File: src/rtl/entropy_sched_pkg.sv
package entropy_sched_pkg;

  typedef enum logic [1:0] {
    ST_IDLE = 2'd0,
    ST_HASH = 2'd1,
    ST_MIX  = 2'd2
  } schedState_t;

  // Strobes from the sequencer to the datapath, at most one set per cycle.
  typedef struct packed {
    logic acceptEvt;  // latch byte, bind it to the rotation pointer
    logic hashDone;   // pool update finished
    logic startMix;   // bump reseed count, capture selection mask
    logic mixDone;    // selected pools consumed and cleared
  } schedStrobe_t;

endpackage

File: src/rtl/pool_sched_ctrl.sv
module pool_sched_ctrl
  import entropy_sched_pkg::*;
(
  input  logic         clk,
  input  logic         rstN,
  input  logic         evtValid,
  input  logic         reseedReq,
  input  logic         seedReady,
  input  logic         hashAck,
  input  logic         mixAck,
  output logic         evtReady,
  output logic         hashReq,
  output logic         mixReq,
  output schedStrobe_t strobe
);

  schedState_t stateQ, stateD;
  logic        isIdle;
  logic        mixGo;

  always_comb begin
    isIdle = (stateQ == ST_IDLE);
    mixGo  = isIdle && reseedReq && seedReady;

    strobe.startMix  = mixGo;
    strobe.acceptEvt = isIdle && !mixGo && evtValid;
    strobe.hashDone  = (stateQ == ST_HASH) && hashAck;
    strobe.mixDone   = (stateQ == ST_MIX) && mixAck;

    evtReady = isIdle && !(reseedReq && seedReady);
    hashReq  = (stateQ == ST_HASH);
    mixReq   = (stateQ == ST_MIX);

    stateD = stateQ;
    unique case (stateQ)
      ST_IDLE: begin
        if (mixGo)              stateD = ST_MIX;
        else if (evtValid)      stateD = ST_HASH;
      end
      ST_HASH: if (hashAck)     stateD = ST_IDLE;
      ST_MIX:  if (mixAck)      stateD = ST_IDLE;
      default:                  stateD = ST_IDLE;
    endcase
  end

  always_ff @(posedge clk) begin
    if (!rstN) stateQ <= ST_IDLE;
    else       stateQ <= stateD;
  end

  // a single pool user at any time
  assert_one_owner_R4: assert property (@(posedge clk) disable iff (!rstN)
    !(hashReq && mixReq));

  // the update request is held until acknowledged
  assert_hash_hold_R4: assert property (@(posedge clk) disable iff (!rstN)
    hashReq && !hashAck |=> hashReq);

  // an accepted byte always leads to a pool update request
  assert_accept_to_hash_R3: assert property (@(posedge clk) disable iff (!rstN)
    strobe.acceptEvt |=> hashReq);

  // a reseed only begins after a qualified request
  assert_mix_gate_R7: assert property (@(posedge clk) disable iff (!rstN)
    $rose(mixReq) |-> $past(reseedReq && seedReady));

endmodule

File: src/rtl/pool_sched_dp.sv
module pool_sched_dp
  import entropy_sched_pkg::*;
#(
  parameter int NUM_POOLS  = 32,
  parameter int RCNT_W     = 32,
  parameter int MIN_EVENTS = 64,
  parameter int EVT_W      = 8,
  localparam int PTR_W     = $clog2(NUM_POOLS),
  localparam int CNT_W     = $clog2(MIN_EVENTS + 1)
) (
  input  logic                 clk,
  input  logic                 rstN,
  input  schedStrobe_t         strobe,
  input  logic [EVT_W-1:0]     evtData,
  output logic [PTR_W-1:0]     hashPool,
  output logic [EVT_W-1:0]     hashByte,
  output logic                 hashFresh,
  output logic [NUM_POOLS-1:0] mixMask,
  output logic [RCNT_W-1:0]    reseedCount,
  output logic                 seedReady
);

  localparam logic [PTR_W-1:0] LAST_POOL = PTR_W'(NUM_POOLS - 1);
  localparam logic [CNT_W-1:0] CNT_FULL  = CNT_W'(MIN_EVENTS);

  logic [PTR_W-1:0]     ptrQ;
  logic [PTR_W-1:0]     poolQ;
  logic [EVT_W-1:0]     byteQ;
  logic [RCNT_W-1:0]    rQ;
  logic [CNT_W-1:0]     cnt0Q;
  logic [NUM_POOLS-1:0] validQ;
  logic [NUM_POOLS-1:0] maskQ;
  logic [RCNT_W-1:0]    newR;
  logic [NUM_POOLS-1:0] nextMask;

  assign newR = rQ + RCNT_W'(1);

  // Pool i joins when the low i bits of the new count are all zero.
  for (genvar i = 0; i < NUM_POOLS; i++) begin : g_sel
    if (i == 0) begin : g_base
      assign nextMask[i] = 1'b1;
    end else if (i <= RCNT_W) begin : g_div
      assign nextMask[i] = (newR[i-1:0] == '0);
    end else begin : g_wrap
      assign nextMask[i] = (newR == '0);
    end
  end

  // Rotation pointer and latched event
  always_ff @(posedge clk) begin
    if (!rstN) begin
      ptrQ  <= '0;
      poolQ <= '0;
      byteQ <= '0;
    end else if (strobe.acceptEvt) begin
      poolQ <= ptrQ;
      byteQ <= evtData;
      ptrQ  <= (ptrQ == LAST_POOL) ? '0 : ptrQ + PTR_W'(1);
    end
  end

  // Reseed count and captured selection
  always_ff @(posedge clk) begin
    if (!rstN) begin
      rQ    <= '0;
      maskQ <= '0;
    end else if (strobe.startMix) begin
      rQ    <= newR;
      maskQ <= nextMask;
    end
  end

  // Pool-0 credit, saturating
  always_ff @(posedge clk) begin
    if (!rstN) begin
      cnt0Q <= '0;
    end else if (strobe.mixDone) begin
      cnt0Q <= '0;
    end else if (strobe.hashDone && poolQ == '0 && cnt0Q != CNT_FULL) begin
      cnt0Q <= cnt0Q + CNT_W'(1);
    end
  end

  // Per-pool "holds data" flags
  always_ff @(posedge clk) begin
    if (!rstN) begin
      validQ <= '0;
    end else if (strobe.mixDone) begin
      validQ <= validQ & ~maskQ;
    end else if (strobe.hashDone) begin
      validQ[poolQ] <= 1'b1;
    end
  end

  assign hashPool    = poolQ;
  assign hashByte    = byteQ;
  assign hashFresh   = ~validQ[poolQ];
  assign mixMask     = maskQ;
  assign reseedCount = rQ;
  assign seedReady   = (cnt0Q == CNT_FULL);

  // credit never passes its ceiling
  assert_credit_cap_R6: assert property (@(posedge clk) disable iff (!rstN)
    cnt0Q <= CNT_FULL);

  // each reseed adds exactly one to the count
  assert_count_step_R8: assert property (@(posedge clk) disable iff (!rstN)
    strobe.startMix |=> reseedCount == $past(reseedCount) + RCNT_W'(1));

  // pool 0 is part of every reseed
  assert_mask_base_R9: assert property (@(posedge clk) disable iff (!rstN)
    strobe.mixDone |-> mixMask[0]);

  // consuming pool 0 removes its credit
  assert_credit_clear_R10: assert property (@(posedge clk) disable iff (!rstN)
    strobe.mixDone |=> !seedReady);

  // an updated pool is no longer fresh
  assert_fresh_drop_R5: assert property (@(posedge clk) disable iff (!rstN)
    strobe.hashDone |=> !hashFresh);

endmodule

File: src/rtl/entropy_pool_scheduler.sv
module entropy_pool_scheduler
  import entropy_sched_pkg::*;
#(
  parameter int NUM_POOLS  = 32,
  parameter int RCNT_W     = 32,
  parameter int MIN_EVENTS = 64,
  parameter int EVT_W      = 8,
  localparam int PTR_W     = $clog2(NUM_POOLS)
) (
  input  logic                 clk,
  input  logic                 rstN,
  input  logic                 evtValid,
  input  logic [EVT_W-1:0]     evtData,
  output logic                 evtReady,
  output logic                 hashReq,
  input  logic                 hashAck,
  output logic [PTR_W-1:0]     hashPool,
  output logic [EVT_W-1:0]     hashByte,
  output logic                 hashFresh,
  input  logic                 reseedReq,
  output logic                 seedReady,
  output logic                 mixReq,
  input  logic                 mixAck,
  output logic [NUM_POOLS-1:0] mixMask,
  output logic [RCNT_W-1:0]    reseedCount
);

  schedStrobe_t strobe;

  pool_sched_ctrl i_ctrl (
    .clk       (clk),
    .rstN      (rstN),
    .evtValid  (evtValid),
    .reseedReq (reseedReq),
    .seedReady (seedReady),
    .hashAck   (hashAck),
    .mixAck    (mixAck),
    .evtReady  (evtReady),
    .hashReq   (hashReq),
    .mixReq    (mixReq),
    .strobe    (strobe)
  );

  pool_sched_dp #(
    .NUM_POOLS  (NUM_POOLS),
    .RCNT_W     (RCNT_W),
    .MIN_EVENTS (MIN_EVENTS),
    .EVT_W      (EVT_W)
  ) i_dp (
    .clk         (clk),
    .rstN        (rstN),
    .strobe      (strobe),
    .evtData     (evtData),
    .hashPool    (hashPool),
    .hashByte    (hashByte),
    .hashFresh   (hashFresh),
    .mixMask     (mixMask),
    .reseedCount (reseedCount),
    .seedReady   (seedReady)
  );

  // the pool index is held while an update is outstanding
  assert_pool_stable_R4: assert property (@(posedge clk) disable iff (!rstN)
    hashReq && !hashAck |=> $stable(hashPool));

endmodule

File: config.mk
export PLATFORM = sky130hd
export DESIGN_NAME = entropy_pool_scheduler
export DESIGN_NICKNAME = d
export VERILOG_FILES = /design/src/rtl/entropy_sched_pkg.sv /design/src/rtl/pool_sched_ctrl.sv /design/src/rtl/pool_sched_dp.sv /design/src/rtl/entropy_pool_scheduler.sv
export SDC_FILE = /design/constraint.sdc
export NUM_CORES = 1
export LEC_CHECK = 0
export BUFFER_PORTS_ARGS = -buffer_cell sky130_fd_sc_hd__buf_2
export CAP_MARGIN = 0
export CORE_ASPECT_RATIO = 1.75
export CORE_MARGIN = 10
export CORE_UTILIZATION = 37
export DETAILED_ROUTE_END_ITERATION = 16
export PLACE_DENSITY = 0.63
export SETUP_SLACK_MARGIN = 0.15
export SYNTH_ARGS = -nofsm -noshare
export SYNTH_HDL_FRONTEND = slang
export SYNTH_SLANG_ARGS = --single-unit
File: constraint.sdc
create_clock -name clk -period 4.2 [get_ports clk]
set_input_delay 1.26 -clock clk [delete_from_list [all_inputs] [get_ports clk]]
set_output_delay 1.26 -clock clk [all_outputs]
set_load 0.005 [all_outputs]
# Word-level counts from Yosys, hierarchy flattened
# Cells that the tools add are included.
# Widths: inputs -> output; s select.
[word_totals] reg_bits=123 latch_bits=0 mem_bits_rw=0 mem_bits_ro=0 inputBits=14 output_inout_bits=82 wordCells=87 n_memories=0
[classes] n_addsub=3 n_mul=0 div=0 n_lt_le_gt_ge=2 eq_ne=8 n_shift=0 mux=12 n_bitwise=6 n_reduce_logical=48
[op_table] cell="$mux 32" n=2
[op_table] cell="$add 32x1->32 const B" n=1
[op_table] cell="$and 32x32->32" n=1
[op_table] cell="$not 32->32" n=1
[op_table] cell="$or 32x32->32" n=1
[op_table] cell="$logic_not 31->1" n=1
[op_table] cell="$logic_not 30->1" n=1
[op_table] cell="$logic_not 29->1" n=1
[op_table] cell="$logic_not 28->1" n=1
[op_table] cell="$logic_not 27->1" n=1
[op_table] cell="$logic_not 26->1" n=1
[op_table] cell="$logic_not 25->1" n=1
[op_table] cell="$logic_not 24->1" n=1
[op_table] cell="$logic_not 23->1" n=1
[op_table] cell="$logic_not 22->1" n=1
[op_table] cell="$logic_not 21->1" n=1
[op_table] cell="$logic_not 20->1" n=1
[op_table] cell="$logic_not 19->1" n=1
[op_table] cell="$logic_not 18->1" n=1
[op_table] cell="$logic_not 17->1" n=1
[op_table] cell="$logic_not 16->1" n=1
[op_table] cell="$logic_not 15->1" n=1
[op_table] cell="$logic_not 14->1" n=1
[op_table] cell="$logic_not 13->1" n=1
[op_table] cell="other kinds (34)" n=54

# Depth between registers and ports, before layout
# Gate-level depths: netlist of run 1.
[logic_depth] depth_word=7 depth_mapped=9

# Modules after synthesis
# A second synthesis of run 1 with hierarchy kept.
[hier_totals] cells_unflattened=691 area_unflattened_um2=5988.2
[modules_own_cells] mod="pool_sched_dp" instances=1 cells_per_inst=674 area_per_inst_um2=5848.1 seq_area_each_um2=2422.3
[modules_own_cells] mod="pool_sched_ctrl" instances=1 cells_per_inst=17 area_per_inst_um2=140.1 seq_area_each_um2=40.0

# Least setup slack after synthesis of run 1
# OpenSTA, ideal clock, no wires.
[synth_timing] kind="input to output" start="in reseedReq" end="out evtReady" arrival_time_ns=1.527 t_required_ns=2.940 setup_slack_ns=1.413 cell_stages=2 path_buffers=0 cell_sequence="nand3_1 -> and2_1"
[synth_via] elab_chain_cells=3
[synth_rtl] item="from (decl)" line_no="entropy_pool_scheduler.sv:20" text="input logic reseedReq,"
[synth_rtl] item="$logic_and 1x1->1" line_no="pool_sched_ctrl.sv:30" text="evtReady = isIdle && !(reseedReq && seedReady);"
[synth_rtl] item="$logic_not 1->1" line_no="pool_sched_ctrl.sv:30"
[synth_rtl] item="$logic_and 1x1->1" line_no="pool_sched_ctrl.sv:30"
[synth_rtl] item="to (decl)" line_no="entropy_pool_scheduler.sv:14" text="output logic evtReady,"
# No other way between the ends.

# Worst setup path after layout of run 1
[layout_timing] start="reg i_dp.poolQ[0], in the netlist i_dp.hashPool[0]" end="out hashFresh"
[layout_via] elab_chain_cells=3
[layout_rtl] item="from (decl)" line_no="pool_sched_dp.sv:27" text="logic [PTR_W-1:0] poolQ;"
[layout_rtl] item="from (signal assigned)" line_no="pool_sched_dp.sv:56" text="poolQ <= ptrQ;"
[layout_rtl] item="$bmux 1 s5" line_no="pool_sched_dp.sv:97" text="assign hashFresh = ~validQ[poolQ];"
[layout_rtl] item="$mux 1 (not written as such)" line_no="pool_sched_dp.sv:97"
[layout_rtl] item="$not 1->1" line_no="pool_sched_dp.sv:97"
[layout_rtl] item="to (decl)" line_no="entropy_pool_scheduler.sv:19" text="output logic hashFresh,"
# No other way between the ends. The select of a mux whose other input is x is not followed.

==> results.sh, run 1 <==
export IMPL_final_setup_viol_count=0
export IMPL_area_growth_pct=19.7
export IMPL_arrival_ns=2.26
export IMPL_grt_pass1_wl_um=27600
export IMPL_place_area_um2=6530
export IMPL_rrSetupSlack_ns=1.32
export IMPL_ys_warn_count=0
export IMPL_period_needed_ns=3.52
export IMPL_final_common_cell="dfxtp_1"
export IMPL_final_hold_viol_count=0
export IMPL_seq_area_frac_synth_pct=41.1
export IMPL_gp_congestion=0.896
export IMPL_die_w_um=116
export IMPL_skew_ns=0.0212
export IMPL_cp_cell_sequence="mux4_2 > o22ai_1 > or4_1 > buf_2"
export IMPL_cts_buffers=17
export IMPL_p_per_area_nw_per_um2=399
export IMPL_slew_violations=0
export IMPL_tritoncts="built"
export IMPL_worstHoldStart="i_dp.hashByte[2]$_SDFFE_PN0P_"
export IMPL_dieArea_um2=21900
export IMPL_ant_nets=0
export IMPL_place_detailed_hpwl_um=12900
export IMPL_worst_setup_path_end_kind="primary output"
export IMPL_setup_worst_path_class="register to primary output"
export IMPL_globalRouteTotalUtil_pct=15.7
export IMPL_wl_per_cell_um=17.1
export IMPL_tightest_slew_ns=1.05
export IMPL_grt_max_degree=82
export IMPL_vias=5365
export IMPL_cp_max_fo=13
export IMPL_synthDistinctLibCells=63
export IMPL_ir_worst_vdd_v=0.000221
export IMPL_critPathRequiredTime_ns=2.94
export IMPL_slowest_stage="dfxtp_1"
export IMPL_overflow=0
export IMPL_p_leak_uw=0.00274
export IMPL_cts_htree_levels=4
export IMPL_drc_errors=0
export IMPL_slowest_delay_ns=0.75
export IMPL_viasPerCell=5.37
export IMPL_hold_end="i_dp.hashByte[2]$_SDFFE_PN0P_"
export IMPL_layout_drive_gt1_share_pct=19.3
export IMPL_holdPathStages=2
export IMPL_worstReg2RegStart="i_dp.reseedCount[0]$_SDFFE_PN0P_"
export IMPL_syn_cell_area_um2=5990
export IMPL_drt_pass1_iter_count=4
export IMPL_hold_ws_ns=0.448
export IMPL_diodes=0
export IMPL_outcome="complete, no violations"
export IMPL_cts_setup_buffers=0
export IMPL_avgSynthCellArea_um2=8.21
export IMPL_min_delay_path_class="register to register"
export IMPL_die_h_um=188
export IMPL_postCtsHoldBufs=0
export IMPL_start_kind="register"
export IMPL_cts_sinks=123
export IMPL_synth_edf_count=0
export IMPL_fmax_mhz=284
export IMPL_layout_common_cells="dfxtp_1 (123), nand2_1 (121), buf_2 (95)"
export IMPL_ys_ff_latch=123
export IMPL_root_buffer="clkbuf_16"
export IMPL_synth_async_sr_flop_share_pct=0
export IMPL_timing_rr_end="i_dp.mixMask[26]$_SDFFE_PN0P_"
export IMPL_power_total_uw=2860
export IMPL_final_area_um2=7170
export IMPL_slew_headroom_pct=30.2
export IMPL_place_port_buffers=95
export IMPL_clk_latency_ns=0.42
export IMPL_num_rows=61
export IMPL_final_util_pct=45.2
export IMPL_synth_ff_type="dfxtp_1"
export IMPL_drv_cap=0
export IMPL_core_um2=15900
export IMPL_final_net_count=817
export IMPL_clkSlewWorstSetupHoldPaths_ns=0.06
export IMPL_timing_setup_tns_ns=0
export IMPL_wirelength_um=17100
export IMPL_drt_iter0_drc=237
export IMPL_cts_resized_gates=0
export IMPL_synth_cells=730
export IMPL_grt_antenna_before_repair=0
export IMPL_grt_pass1_vias=5353
export IMPL_start_util_pct=37.8
export IMPL_period_share_pct=83.8
export IMPL_r2r_cells=6
export IMPL_ios=96
export IMPL_synth_nets=750
export IMPL_cts_buffer_depth=2
export IMPL_rsz0062_at_grt="false"
## report_power, final
group / total, uW / internal, uW / switching (uW)
combinational: 73.3 / 25.2 / 48.1
clock: 1600 / 1060 / 541
sequential: 1190 / 1180 / 9.40
total: 2860 / 2260 / 599
## flip-flops by register name (all words and copies together), names as in the netlist
signal,cells
i_dp.mixMask,32
i_dp.validQ,32
i_dp.hashByte,8
i_dp.ptrQ,5
i_ctrl.stateQ,2
i_dp.reseedCount,32
i_dp.hashPool,5
i_dp.cnt0Q,7
## synth_stat cells, drive strengths merged, types with 9 or more instances
cell type  number  area, um2
dfxtp         123       2460
nand2         121        454
nor2           89        337
a21oi          44        220
clkbuf         39        149
a22oi          32        240
xnor2          31        272
nor3           23        120
xor2           23        201
nand3          22        115
nand4          20        146
inv            16       60.1
buf            14       93.8
o21ai          14       70.1
o31ai          12       90.1
and3            9       56.3
nor4            9       62.6
or3             9       61.3
## metal layers
layer | wire length (um) | global-route usage, %
met1 | 6470 | 15.6
met2 | 9380 | 29.3
met3 | 685 | 3.72
met4 | 596 | 7.45
met5 | 0 | 0
## worst max-delay path: cells and delay by family (launching register included)
kind	cells	cell delay, ns
DFF	1	0.75
and+or+nand+nor	1	0.53
muxes	1	0.37
buffers and inverters	1	0.15
AOI/OAI and AO/OA	1	0.06
## cell type report
| type | count | area (um2) |
|---|---|---|
| fill | 1600 | 8700 |
| multi-input combinational | 538 | 3230 |
| sequential | 123 | 2460 |
| timing repair buffer | 101 | 533 |
| clock buffer | 19 | 433 |
| tap | 189 | 236 |
| clock inverter | 13 | 215 |
| inverter | 16 | 60.1 |
## cells by family (layout without fill, tap and decap cells)
kind of cell               Yosys count  in the layout  synth area share (%)
AOI/OAI and AO/OA                  129            129                  14.2
xor gates and xnor gates            54             54                  7.89
adders and majority gates            6              6                  1.25
buffers and inverters               69            149                  5.05
DFF                                123            123                  41.1
muxes                                9              9                  3.17
and+or+nand+nor                    340            340                  27.3
## worst max path at each step
stage	end	from	cells past startpoint	slack (ns)
after floorplan	evtReady	reseedReq	2	1.41
after CTS	hashFresh	i_dp.hashPool[0]$_SDFFE_PN0P_	4	0.64
final	hashFresh	i_dp.hashPool[0]$_SDFFE_PN0P_	4	0.68
after detailed placement	hashFresh	i_dp.hashPool[0]$_SDFFE_PN0P_	4	1.08
after global routing	hashFresh	i_dp.hashPool[0]$_SDFFE_PN0P_	5	0.52
after global placement	hashFresh	i_dp.hashPool[0]$_SDFFE_PN0P_	4	1.08
## metrics by stage
step,instances,setup slack (ns)
6_report,999,0.679
5_1_grt,999,0.517
4_1_cts,999,0.636
3_5_place_dp,967,1.08
3_3_place_gp,967,1.08
2_1_floorplan,730,1.41
Power figures use the tool's default switching activity.
==> run 2: changes to the inputs <==
Clock period 4.2 ns to 3.6 ns, I/O delays scaled along.
==> results.sh, run 2 (synthesis results as in run 1) <==
export IMPL_outcome="complete, no violations"
export IMPL_rsz0062_at_grt="false"
export IMPL_clk_latency_ns=0.42
export IMPL_fill_cells=1643
export IMPL_final_setup_viol_count=0
export IMPL_drv_cap=0
export IMPL_grt_pass1_wl_um=27700
export IMPL_clkSlewWorstSetupHoldPaths_ns=0.06
export IMPL_globalRouteTotalUtil_pct=15.9
export IMPL_final_area_um2=7170
export IMPL_worstSetupEndpoint="hashFresh"
export IMPL_die_w_um=116
export IMPL_viasPerCell=5.34
export IMPL_wirelength_um=17300
export IMPL_gp_congestion=0.966
export IMPL_final_util_pct=45.1
export IMPL_grt_antenna_before_repair=0
export IMPL_cts_buffers=17
export IMPL_comb_power_share_pct=2.8
export IMPL_wl_per_cell_um=17.2
export IMPL_switching_share_pct=21.3
export IMPL_die_h_um=188
export IMPL_timing_setup_tns_ns=0
export IMPL_num_rows=61
export IMPL_ant_nets=0
export IMPL_timing_rr_end="i_dp.mixMask[29]$_SDFFE_PN0P_"
export IMPL_layout_common_cells="dfxtp_1 (122), nand2_1 (121), buf_2 (95)"
export IMPL_cp_cell_sequence="mux4_2 > o32ai_1 > or4_1 > buf_2"
export IMPL_final_common_cell="dfxtp_1"
export IMPL_slew_headroom_pct=46.1
export IMPL_slowest_stage="dfxtp_1"
export IMPL_dp_cells=973
export IMPL_drc_errors=0
export IMPL_cts_sinks=123
export IMPL_rrSetupSlack_ns=0.93
export IMPL_final_hold_viol_count=0
export IMPL_ios=96
export IMPL_slew_violations=0
export IMPL_min_delay_path_class="register to register"
export IMPL_period_needed_ns=3.19
export IMPL_r2r_cells=7
export IMPL_critPathTopFamily="flip-flops"
export IMPL_diodes=0
export IMPL_fin_cells=1005
export IMPL_area_growth_pct=19.6
export IMPL_worst_setup_path_end_kind="primary output"
export IMPL_grt_max_degree=103
export IMPL_p_leak_uw=0.00274
export IMPL_final_net_count=823
export IMPL_period_share_pct=88.6
export IMPL_p_clk_share_pct=53.9
export IMPL_critPathRequiredTime_ns=2.52
export IMPL_cts_buffer_depth=2
export IMPL_cp_max_fo=12
export IMPL_drt_pass1_iter_count=5
export IMPL_root_buffer="clkbuf_16"
export IMPL_dieArea_um2=21900
export IMPL_power_frac_seq_pct=43.4
export IMPL_arrival_ns=2.11
export IMPL_vias=5363
export IMPL_cts_setup_buffers=0
export IMPL_tightest_slew_ns=0.805
export IMPL_path_buf_inv=1
export IMPL_crit_start="i_dp.hashPool[1]$_SDFFE_PN0P_"
export IMPL_setup_worst_path_class="register to primary output"
export IMPL_worstReg2RegStart="i_dp.reseedCount[0]$_SDFFE_PN0P_"
export IMPL_place_area_um2=6570
export IMPL_ir_worst_vdd_v=0.000270
export IMPL_overflow=0
export IMPL_p_per_area_nw_per_um2=445
export IMPL_worst_path_stages=4
export IMPL_start_util_pct=37.8
export IMPL_place_detailed_hpwl_um=13000
export IMPL_layout_drive_gt1_share_pct=19.9
export IMPL_drt_iter0_drc=276
export IMPL_start_kind="register"
export IMPL_postCtsHoldBufs=0
export IMPL_p_sw_uw=680
export IMPL_fmax_mhz=314
export IMPL_slowest_delay_ns=0.65
export IMPL_p_int_uw=2510
export IMPL_core_um2=15900
export IMPL_cts_htree_levels=4
export IMPL_skew_ns=0.00881
export IMPL_place_port_buffers=95
export IMPL_tritoncts="built"
export IMPL_grt_pass1_vias=5322
## run 2: changes by cell type in the layout (fill, tap and decap cells not counted)
cell	change
clkinv_2	+2
buf_4	+6
inv_6	-1
clkinvlp_4	+3
dfxtp_2	+1
bufinv_16	-2
clkbuf_1	+1
clkinv_4	-4
dfxtp_1	-1
clkbuf_8	+1
## run 2: per-stage QoR
step	worst slack, ns	hold WS [ns]	total power (uW)
after global placement	0.783	0.439	1500
after floorplan	1.02	0.433	1460
after CTS	0.296	0.452	3220
after global routing	0.263	0.462	3290
final	0.411	0.448	3190
after detailed placement	0.731	0.444	1500
## run 2: how the worst min path moves through the flow
| stage | from | to | slack [ns] | depth (start not counted) |
|---|---|---|---|---|
| 2_1_floorplan | i_dp.validQ[0]$_SDFFE_PN0P_ | i_dp.validQ[0]$_SDFFE_PN0P_ | 0.43 | 2 |
| 3_3_place_gp | i_dp.hashByte[1]$_SDFFE_PN0P_ | i_dp.hashByte[1]$_SDFFE_PN0P_ | 0.44 | 2 |
| 3_5_place_dp | i_dp.hashByte[0]$_SDFFE_PN0P_ | i_dp.hashByte[0]$_SDFFE_PN0P_ | 0.44 | 2 |
| 4_1_cts | i_dp.hashByte[0]$_SDFFE_PN0P_ | i_dp.hashByte[0]$_SDFFE_PN0P_ | 0.45 | 2 |
| 5_1_grt | i_dp.hashByte[0]$_SDFFE_PN0P_ | i_dp.hashByte[0]$_SDFFE_PN0P_ | 0.46 | 2 |
| 6_report | i_dp.hashByte[2]$_SDFFE_PN0P_ | i_dp.hashByte[2]$_SDFFE_PN0P_ | 0.45 | 2 |
## run 2: cell type report
type                    count  area [um2]  area share (%)
multi-input cells         538        3230            45.1
flip-flops and latches    123        2460            34.4
repair buffers            107         578            8.07
clock buffers              21         450            6.29
well taps                 189         236            3.30
clock inverters            11         144            2.01
inverters                  16        60.1           0.838
## run 2: worst min-delay path, stage by stage (launching register included)
cell and delay [ns]:
dfxtp_1 0.30, nand2_1 0.05, a21oi_1 0.05
## run 2: repair_timing
item	in CTS	in global routing
setup endpoints to repair	0	1
gates resized for setup	0	1
endpoints found under the hold margin	0	0
## run 2: power groups by stage
stage | clock network, uW | registers [uW] | logic, uW
2_1_floorplan | 0 | 1410 | 55.8
3_3_place_gp | 0 | 1410 | 90.0
3_5_place_dp | 0 | 1410 | 90.3
4_1_cts | 1740 | 1380 | 90.3
5_1_grt | 1810 | 1380 | 98.8
6_report | 1720 | 1380 | 87.7
## run 2: per-layer routing
metal | share of wire [%] | track usage [%]
met5 | 0 | 0
met4 | 3.7 | 8.08
met3 | 4.2 | 3.53
met2 | 55 | 29.5
met1 | 38 | 15.9
